===== src/rtl/int_alu_pkg.sv =====
package int_alu_pkg;
    localparam int OP_W = 4;

    typedef enum logic [OP_W-1:0] {
        OP_ADD  = 4'd0,
        OP_ADDU = 4'd1,
        OP_SUB  = 4'd2,
        OP_SUBU = 4'd3,
        OP_AND  = 4'd4,
        OP_OR   = 4'd5,
        OP_XOR  = 4'd6,
        OP_NOR  = 4'd7,
        OP_SLT  = 4'd8,
        OP_SLTU = 4'd9,
        OP_SLL  = 4'd10,
        OP_SRL  = 4'd11,
        OP_SRA  = 4'd12,
        OP_LUI  = 4'd13
    } alu_op_e;

    typedef enum logic [1:0] {
        SHK_LEFT   = 2'd0,
        SHK_RLOGIC = 2'd1,
        SHK_RARITH = 2'd2
    } shift_kind_e;
endpackage


===== src/rtl/alu_operand_sel.sv =====
module alu_operand_sel #(
    parameter int DATA_W = 32,
    parameter int IMM_W  = 16
) (
    input  logic [DATA_W-1:0] rt_val,
    input  logic [IMM_W-1:0]  imm,
    input  logic              use_imm,
    input  logic              zext,
    output logic [DATA_W-1:0] opnd_b
);
    localparam int EXT_W = DATA_W - IMM_W;

    logic [EXT_W-1:0] ext_bits;

    always_comb begin
        ext_bits = zext ? '0 : {EXT_W{imm[IMM_W-1]}};
        opnd_b   = use_imm ? {ext_bits, imm} : rt_val;
    end
endmodule


===== src/rtl/alu_addsub.sv =====
module alu_addsub #(
    parameter int DATA_W = 32
) (
    input  logic [DATA_W-1:0] a,
    input  logic [DATA_W-1:0] b,
    input  logic              sub,
    output logic [DATA_W-1:0] sum,
    output logic              ovf_raw,
    output logic              lt_signed,
    output logic              lt_unsigned
);
    localparam int MSB = DATA_W - 1;

    logic [DATA_W-1:0] b_eff;
    logic              carry;

    always_comb begin
        b_eff          = sub ? ~b : b;
        {carry, sum}   = {1'b0, a} + {1'b0, b_eff} + {{DATA_W{1'b0}}, sub};
        ovf_raw        = (a[MSB] == b_eff[MSB]) && (sum[MSB] != a[MSB]);
        lt_signed      = sum[MSB] ^ ovf_raw;
        lt_unsigned    = sub & ~carry;
    end
endmodule


===== src/rtl/alu_shifter.sv =====
module alu_shifter
    import int_alu_pkg::*;
#(
    parameter int DATA_W = 32,
    parameter int SH_W   = $clog2(DATA_W)
) (
    input  logic [DATA_W-1:0] din,
    input  logic [SH_W-1:0]   amt,
    input  shift_kind_e       kind,
    output logic [DATA_W-1:0] dout
);
    logic              left;
    logic              fill;
    logic [DATA_W-1:0] din_rev;
    logic [DATA_W-1:0] out_rev;
    logic [DATA_W-1:0] stg [SH_W+1];

    always_comb begin
        left = (kind == SHK_LEFT);
        fill = (kind == SHK_RARITH) ? din[DATA_W-1] : 1'b0;
        for (int k = 0; k < DATA_W; k++) begin
            din_rev[k] = din[DATA_W-1-k];
        end
    end

    assign stg[0] = left ? din_rev : din;

    for (genvar i = 0; i < SH_W; i++) begin : g_stage
        localparam int STEP = 1 << i;
        assign stg[i+1] = amt[i] ? {{STEP{fill}}, stg[i][DATA_W-1:STEP]} : stg[i];
    end

    always_comb begin
        for (int k = 0; k < DATA_W; k++) begin
            out_rev[k] = stg[SH_W][DATA_W-1-k];
        end
        dout = left ? out_rev : stg[SH_W];
    end
endmodule


===== src/rtl/int_alu.sv =====
module int_alu
    import int_alu_pkg::*;
#(
    parameter int DATA_W = 32,
    parameter int IMM_W  = 16,
    parameter int SH_W   = $clog2(DATA_W)
) (
    input  logic [OP_W-1:0]   alu_op,
    input  logic [DATA_W-1:0] rs_val,
    input  logic [DATA_W-1:0] rt_val,
    input  logic [IMM_W-1:0]  imm16,
    input  logic              b_imm,
    input  logic              imm_zext,
    input  logic [SH_W-1:0]   shamt,
    input  logic              sh_var,
    output logic [DATA_W-1:0] result,
    output logic              ovf,
    output logic              wr_kill
);
    localparam int LOW_W = DATA_W - IMM_W;

    alu_op_e           op;
    logic [DATA_W-1:0] opnd_b;
    logic              do_sub;
    logic              trap_op;
    logic [DATA_W-1:0] sum;
    logic              ovf_raw;
    logic              lt_s;
    logic              lt_u;
    logic [SH_W-1:0]   sh_amt;
    shift_kind_e       sh_kind;
    logic [DATA_W-1:0] sh_out;

    assign op = alu_op_e'(alu_op);

    alu_operand_sel #(.DATA_W(DATA_W), .IMM_W(IMM_W)) u_opsel (
        .rt_val  (rt_val),
        .imm     (imm16),
        .use_imm (b_imm),
        .zext    (imm_zext),
        .opnd_b  (opnd_b)
    );

    always_comb begin
        do_sub  = (op == OP_SUB) || (op == OP_SUBU) || (op == OP_SLT) || (op == OP_SLTU);
        trap_op = (op == OP_ADD) || (op == OP_SUB);
        sh_amt  = sh_var ? rs_val[SH_W-1:0] : shamt;
        unique case (op)
            OP_SRL:  sh_kind = SHK_RLOGIC;
            OP_SRA:  sh_kind = SHK_RARITH;
            default: sh_kind = SHK_LEFT;
        endcase
    end

    alu_addsub #(.DATA_W(DATA_W)) u_addsub (
        .a           (rs_val),
        .b           (opnd_b),
        .sub         (do_sub),
        .sum         (sum),
        .ovf_raw     (ovf_raw),
        .lt_signed   (lt_s),
        .lt_unsigned (lt_u)
    );

    alu_shifter #(.DATA_W(DATA_W), .SH_W(SH_W)) u_shift (
        .din  (rt_val),
        .amt  (sh_amt),
        .kind (sh_kind),
        .dout (sh_out)
    );

    always_comb begin
        unique case (op)
            OP_ADD, OP_ADDU,
            OP_SUB, OP_SUBU: result = sum;
            OP_AND:          result = rs_val & opnd_b;
            OP_OR:           result = rs_val | opnd_b;
            OP_XOR:          result = rs_val ^ opnd_b;
            OP_NOR:          result = ~(rs_val | opnd_b);
            OP_SLT:          result = {{(DATA_W-1){1'b0}}, lt_s};
            OP_SLTU:         result = {{(DATA_W-1){1'b0}}, lt_u};
            OP_SLL, OP_SRL,
            OP_SRA:          result = sh_out;
            OP_LUI:          result = {imm16, {LOW_W{1'b0}}};
            default:         result = '0;
        endcase
        ovf     = trap_op & ovf_raw;
        wr_kill = ovf;
    end
endmodule


===== config.mk =====
export PLATFORM = sky130hd
export DESIGN_NAME = int_alu
export DESIGN_NICKNAME = d
export VERILOG_FILES = /design/src/rtl/int_alu_pkg.sv /design/src/rtl/alu_operand_sel.sv /design/src/rtl/alu_addsub.sv /design/src/rtl/alu_shifter.sv /design/src/rtl/int_alu.sv
export SDC_FILE = /design/constraint.sdc
export NUM_CORES = 1
export LEC_CHECK = 0
export ABC_CLOCK_PERIOD_IN_PS = 3800
export BUFFER_PORTS_ARGS = -buffer_cell sky130_fd_sc_hd__clkbuf_2
export CELL_PAD_IN_SITES_DETAIL_PLACEMENT = 2
export CELL_PAD_IN_SITES_GLOBAL_PLACEMENT = 2
export CORE_UTILIZATION = 34
export DETAILED_ROUTE_END_ITERATION = 8
export PLACE_DENSITY_LB_ADDON = 0.1
export SLEW_MARGIN = 0
export SYNTH_ARGS = -nofsm -noshare
export SYNTH_HDL_FRONTEND = slang
export SYNTH_SLANG_ARGS = --single-unit
export TNS_END_PERCENT = 1

===== constraint.sdc =====
create_clock -name vclk -period 3.8
set_input_delay 0 -clock vclk [all_inputs]
set_output_delay 0 -clock vclk [all_outputs]
set_load 0.02 [all_outputs]

* Word level (Yosys, flattened, before mapping)
Index checks and enable logic that the tools add are counted.
W data, S select, Z words.
** Storage, ports and cells
- Logic and storage cells :: 50
- Register bits after elaboration :: 0
** Operators by class
- Equal/unequal tests :: 16
- Bitwise logic cells :: 9
- Mux-type cells :: 14
- $add $sub $neg :: 2
- Reductions and logical operators :: 9
** Operators by type and width (count)
- $mux W32 :: 9
- $pmux W32 S9 :: 1
- $not A32 Y32 :: 2
- $add A32 B32 Y33 :: 1
- $add A33 B1 Y33 :: 1
- $and A32 B32 Y32 :: 1
- $or A32 B32 Y32 :: 1
- $xor A32 B32 Y32 :: 1
- $eq A4 B4 Y1 const B :: 6
- $eq A4 B3 Y1 const B :: 4
- $mux W16 :: 1
- $eq A4 B2 Y1 const B :: 2
- $mux W5 :: 1
- $eq A4 B1 Y1 const B :: 1
- $logic_not A4 Y1 :: 1
- $logic_or A1 B1 Y1 :: 4
- $pmux W2 S2 :: 1
- $reduce_or A4 Y1 :: 1
- $reduce_or A3 Y1 :: 1
- $and A1 B1 Y1 :: 2
- $eq A2 B2 Y1 const B :: 1
- $logic_not A2 Y1 :: 1
- $eq A1 B1 Y1 :: 1
- $logic_and A1 B1 Y1 :: 1
- 4 further kinds :: 4

* Logic depth before layout (Yosys ltp)
- Word-level depth :: 11
- Depth in mapped cells :: 17

* Cells and area by module
A second synthesis with hierarchy kept.
** Unflattened totals
- Cell total of the unflattened synthesis :: 1180
- Area, all modules :: 8887.3 µm²
** Modules (own cells, without submodules)
- int_alu :: area an instance 3505.9 µm², cells each 483, times used 1, seq. area each 0.0 µm²
- alu_shifter :: area an instance 2851.5 µm², cells each 357, times used 1, seq. area each 0.0 µm²
- alu_addsub :: area an instance 2099.5 µm², cells each 286, times used 1, seq. area each 0.0 µm²
- alu_operand_sel :: area an instance 430.4 µm², cells each 54, times used 1, seq. area each 0.0 µm²

* Worst setup path before layout
No wires, ideal clock.
- Path kind :: input to output
- Start :: in alu_op[2]
- End :: out result[0]
- Path buffers :: 3
- Path slack :: 0.278 ns
- Arrival time :: 3.522 ns
- Required time :: 3.800 ns
- Stages on the path :: 15
- Path through :: buf_2 -> clkbuf_1 -> nor2_1 -> clkbuf_1 -> xnor2_1 -> ha_1 -> nand2_1 -> o21ai_0 -> a21o_1 -> a41oi_1 -> o21ai_0 -> a31o_2 -> or3_1 -> a21oi_1 -> or4_1
** Between the ends
- Word-level cells in the longest chain between the ends :: 11
- Elaborated cells between the ends (all ways) :: 40
- Classes of those cells :: add/sub: 2; eq/ne: 16; mux: 11; bitwise: 3; reduce/logical: 8
** RTL lines
- from (decl) :: line int_alu.sv:8 : input logic [OP_W-1:0] alu_op,
- $eq A4 B2 Y1 / $eq A4 B4 Y1 (equally long branches) :: line int_alu.sv:45, int_alu.sv:73, int_alu.sv:48
- $logic_or A1 B1 Y1 / $pmux W2 S2 (equally long branches) :: line int_alu.sv:45, int_alu.sv:48
- $logic_or A1 B1 Y1, or another cell as far along (2 in a row) :: line int_alu.sv:45 : do_sub = (op == OP_SUB) || (op == OP_SUBU) || (op == OP_SLT) || (op == OP_SLTU);
- $mux W32 (on tied branches) :: line alu_addsub.sv:18, alu_shifter.sv:30
- $add A32 B32 Y33 / $mux W32 (equally long branches) :: line alu_addsub.sv:19, alu_shifter.sv:30
- $add A33 B1 Y33 / $mux W32 (equally long branches) :: line alu_addsub.sv:19, alu_shifter.sv:30
- $ne A1 B1 Y1 / $mux W32 (equally long branches) :: line alu_addsub.sv:20, alu_shifter.sv:30
- $logic_and A1 B1 Y1 / $mux W32 (equally long branches) :: line alu_addsub.sv:20, alu_shifter.sv:30
- $xor A1 B1 Y1 / $mux W32 (equally long branches) :: line alu_addsub.sv:21, alu_shifter.sv:37
- $pmux W32 S9 (*) :: line int_alu.sv:73 : unique case (op)
- to (decl) :: line int_alu.sv:16 : output logic [DATA_W-1:0] result,
Every way passes the cells marked *; elsewhere a longest branch is shown, timed or not.

* Final worst setup path
- Start :: in alu_op[1]
- End :: out result[31]
** Between the ends
- Word-level cells in the longest chain between the ends :: 11
- Elaborated cells between the ends (all ways) :: 34
- Classes of those cells :: add/sub: 2; eq/ne: 14; mux: 11; reduce/logical: 7
** RTL lines (line)
- branches (longest 10 deep; another with $add A32 B32 Y33)
- $pmux W32 S9 (*) :: int_alu.sv:73
Every way passes the cells marked *.

==> reports/qor.txt <==
Crit path buffers/inverters: 6
Hold Vio Cnt, Final: 0
Most common cell after layout, fill and taps aside: clkbuf_2
Residual DRC: 0
Seq/Total Area, Yosys: 0
Number of nets in the layout: 1461
First-pass GRT wire length: 65000 um
Top Family by Delay on Critical Path: buffers and inverters
P_leak: 4.30 nW
Comb pwr share: 1.000
Die W: 156 um
Syn_nets: 1352
Wirelength per Cell: 27.4 um
Core Box Area: 0.0229 mm^2
Commonest non-fill, non-tap cells in the layout: clkbuf_2 (124), nand2_1 (107), ha_1 (95)
Setup TNS: 0 ns
Worst-margin pin slew: 0.924 ns
Status: finished, final reports clean
Crit-path max FO: 10
Via count: 9979
Initial core utilization: 0.351
Fillers: 2866
Via density: 6.30
Worst setup SP type: input port
Critical path's slowest cell: ha_1
DRT iter0 DRCs: 887
Final Util: 0.404
Multi-input gate area: 0.00740 mm^2
Gp weighted congestion: 0.968
RSZ-0062 raised after global routing: true
Die height: 156 um
Gate Count Post-Synth: 1164
Area growth, synth to finish: 15.3%
Net switching power figure: 1.41 mW
Reg power frac: 0
Post-CTS Hold Buffers: 0
Avg Cell Area, Syn: 6.91 um^2
Max_cap viols: 0
Worst path cell trace: buf_4 > xnor2_1 > buf_4 > nor2_4 > buf_4 > xnor2_1 > ha_1 > nand4_1 > nor4_1 > o21ai_1 > o211ai_1 > o31ai_1 > buf_4 > a31oi_1 > buf_4 > nand2b_1 > mux2i_1 > a221o_1 > clkbuf_2
Clock buf count: 0
Worst EP required: 3.80 ns
Layout cells sized above 1: 0.196
Number of global-route vias before repair: 10200
Power density over cell area: 243 mW/mm^2
Ant diodes: 0
Antenna violations before repair: 0
Tmin final: 3.66 ns
Design area: 0.00927 mm^2
Peak VDD IR: 0.137 mV
Routed WL: 43400 um
Fmax: 273 MHz
Synth unique cells: 80
Die area: 0.0243 mm^2
Yosys top cell area share: 0.148
Detailed-router iteration count before antenna repair: 5
Crit path largest cell delay: 0.41 ns
Flip-flop and latch area: 0 um^2
Worst setup EP type: primary output
Seq_cells: 0
Worst setup path category: in -> out
Clock power share: 0
Overflow after GRT: 0
Post-DP HPWL: 35200 um
Area contributors post-synth: ha_1 (15%), mux2i_1 (11%), xnor2_1 (7.7%)
Switching part of the total: 0.629
YS warnings: 0
Internal power: 834 uW
Most used cell, CP: buf_4
Largest net degree at the start of global routing: 65
CP Data Arrival Time: 3.66 ns
Rows: 55
Final setup violation count: 0
PortBufs: 126
Final ANT Viol Nets: 0
Placed cell areas: 0.00923 mm^2
HP Class: in -> out
WHS: 0.432 ns
Final worst path period share: 0.962
Slew HR: 0.380
Max-slew violations: 0
Synth area leader: ha_1
IO Count: 126
Cell Area, Synth: 0.00804 mm^2
GRT Total Usage: 0.353
## repair_timing
| item | 4_1_cts | 5_1_grt |
|---|---|---|
| hold endpoints to repair | 0 | 0 |
| resized for setup | 0 | 12 |
| setup buffers | 0 | 2 |
| endpoints found under the setup margin | 0 | 15 |
## layout make-up
cell class / instances / area share
tap: 313 / 0.0423
timing repair buffer: 196 / 0.128
multi-input combinational: 999 / 0.799
inverter: 76 / 0.0308
## path summary, 6_finish.rpt
check / from / to / cells after the start
setup / recovery: alu_op[1] / result[31] / 19
hold / removal: imm16[7] / result[23] / 4
## Yosys cell counts, drive strengths merged (8+ instances only)
library cell,count
a211oi,11
mux2,16
nor4,8
o22ai,15
inv,76
mux4,11
ha,95
a31oi,8
nand3,35
xor2,19
a21o,22
a22oi,19
a221oi,17
mux2i,93
a221o,8
o221ai,9
xnor2,71
o21ai,96
o211ai,13
nor3,30
a21oi,92
nor2,70
o21bai,8
nor2b,11
nand2,108
buf,33
clkbuf,56
## power groups by stage
| stage | Combinational (mW) | Clock, mW | Sequential, mW |
|---|---|---|---|
| final | 2.25 | 0 | 0 |
| after global routing | 2.40 | 0 | 0 |
| after CTS | 2.20 | 0 | 0 |
| after detailed placement | 2.18 | 0 | 0 |
| after global placement | 2.13 | 0 | 0 |
| after floorplan | 1.38 | 0 | 0 |
## logic make-up after synthesis
logic type               after synthesis  share of synthesized area
AO/OA/AOI/OAI                        385                      0.315
buffers and inverters                165                     0.0850
multiplexers                         120                      0.171
XOR/XNOR                              90                     0.0980
AND/OR/NAND/NOR                      308                      0.181
adder cells (fa/ha/maj)               96                      0.150
## through the flow
stage / total power [mW] / cells / setup slack, ns
detailed placement: 2.18 / 1582 / 0.0215
finish: 2.25 / 1584 / 0.143
global route: 2.40 / 1584 / -0.0208
CTS: 2.20 / 1582 / 0.0219
floorplan: 1.38 / 1164 / 0.278
global placement: 2.13 / 1582 / 0.110
## routing by layer
layer	share of wire	global-route usage	vias to the layer above
li1	-	-	4523
met1	0.47	0.498	5069
met2	0.45	0.571	325
met3	0.052	0.0281	62
met4	0.030	0.0957	0
met5	0	0	-
Note: power is estimated with default switching activity, not from simulation.
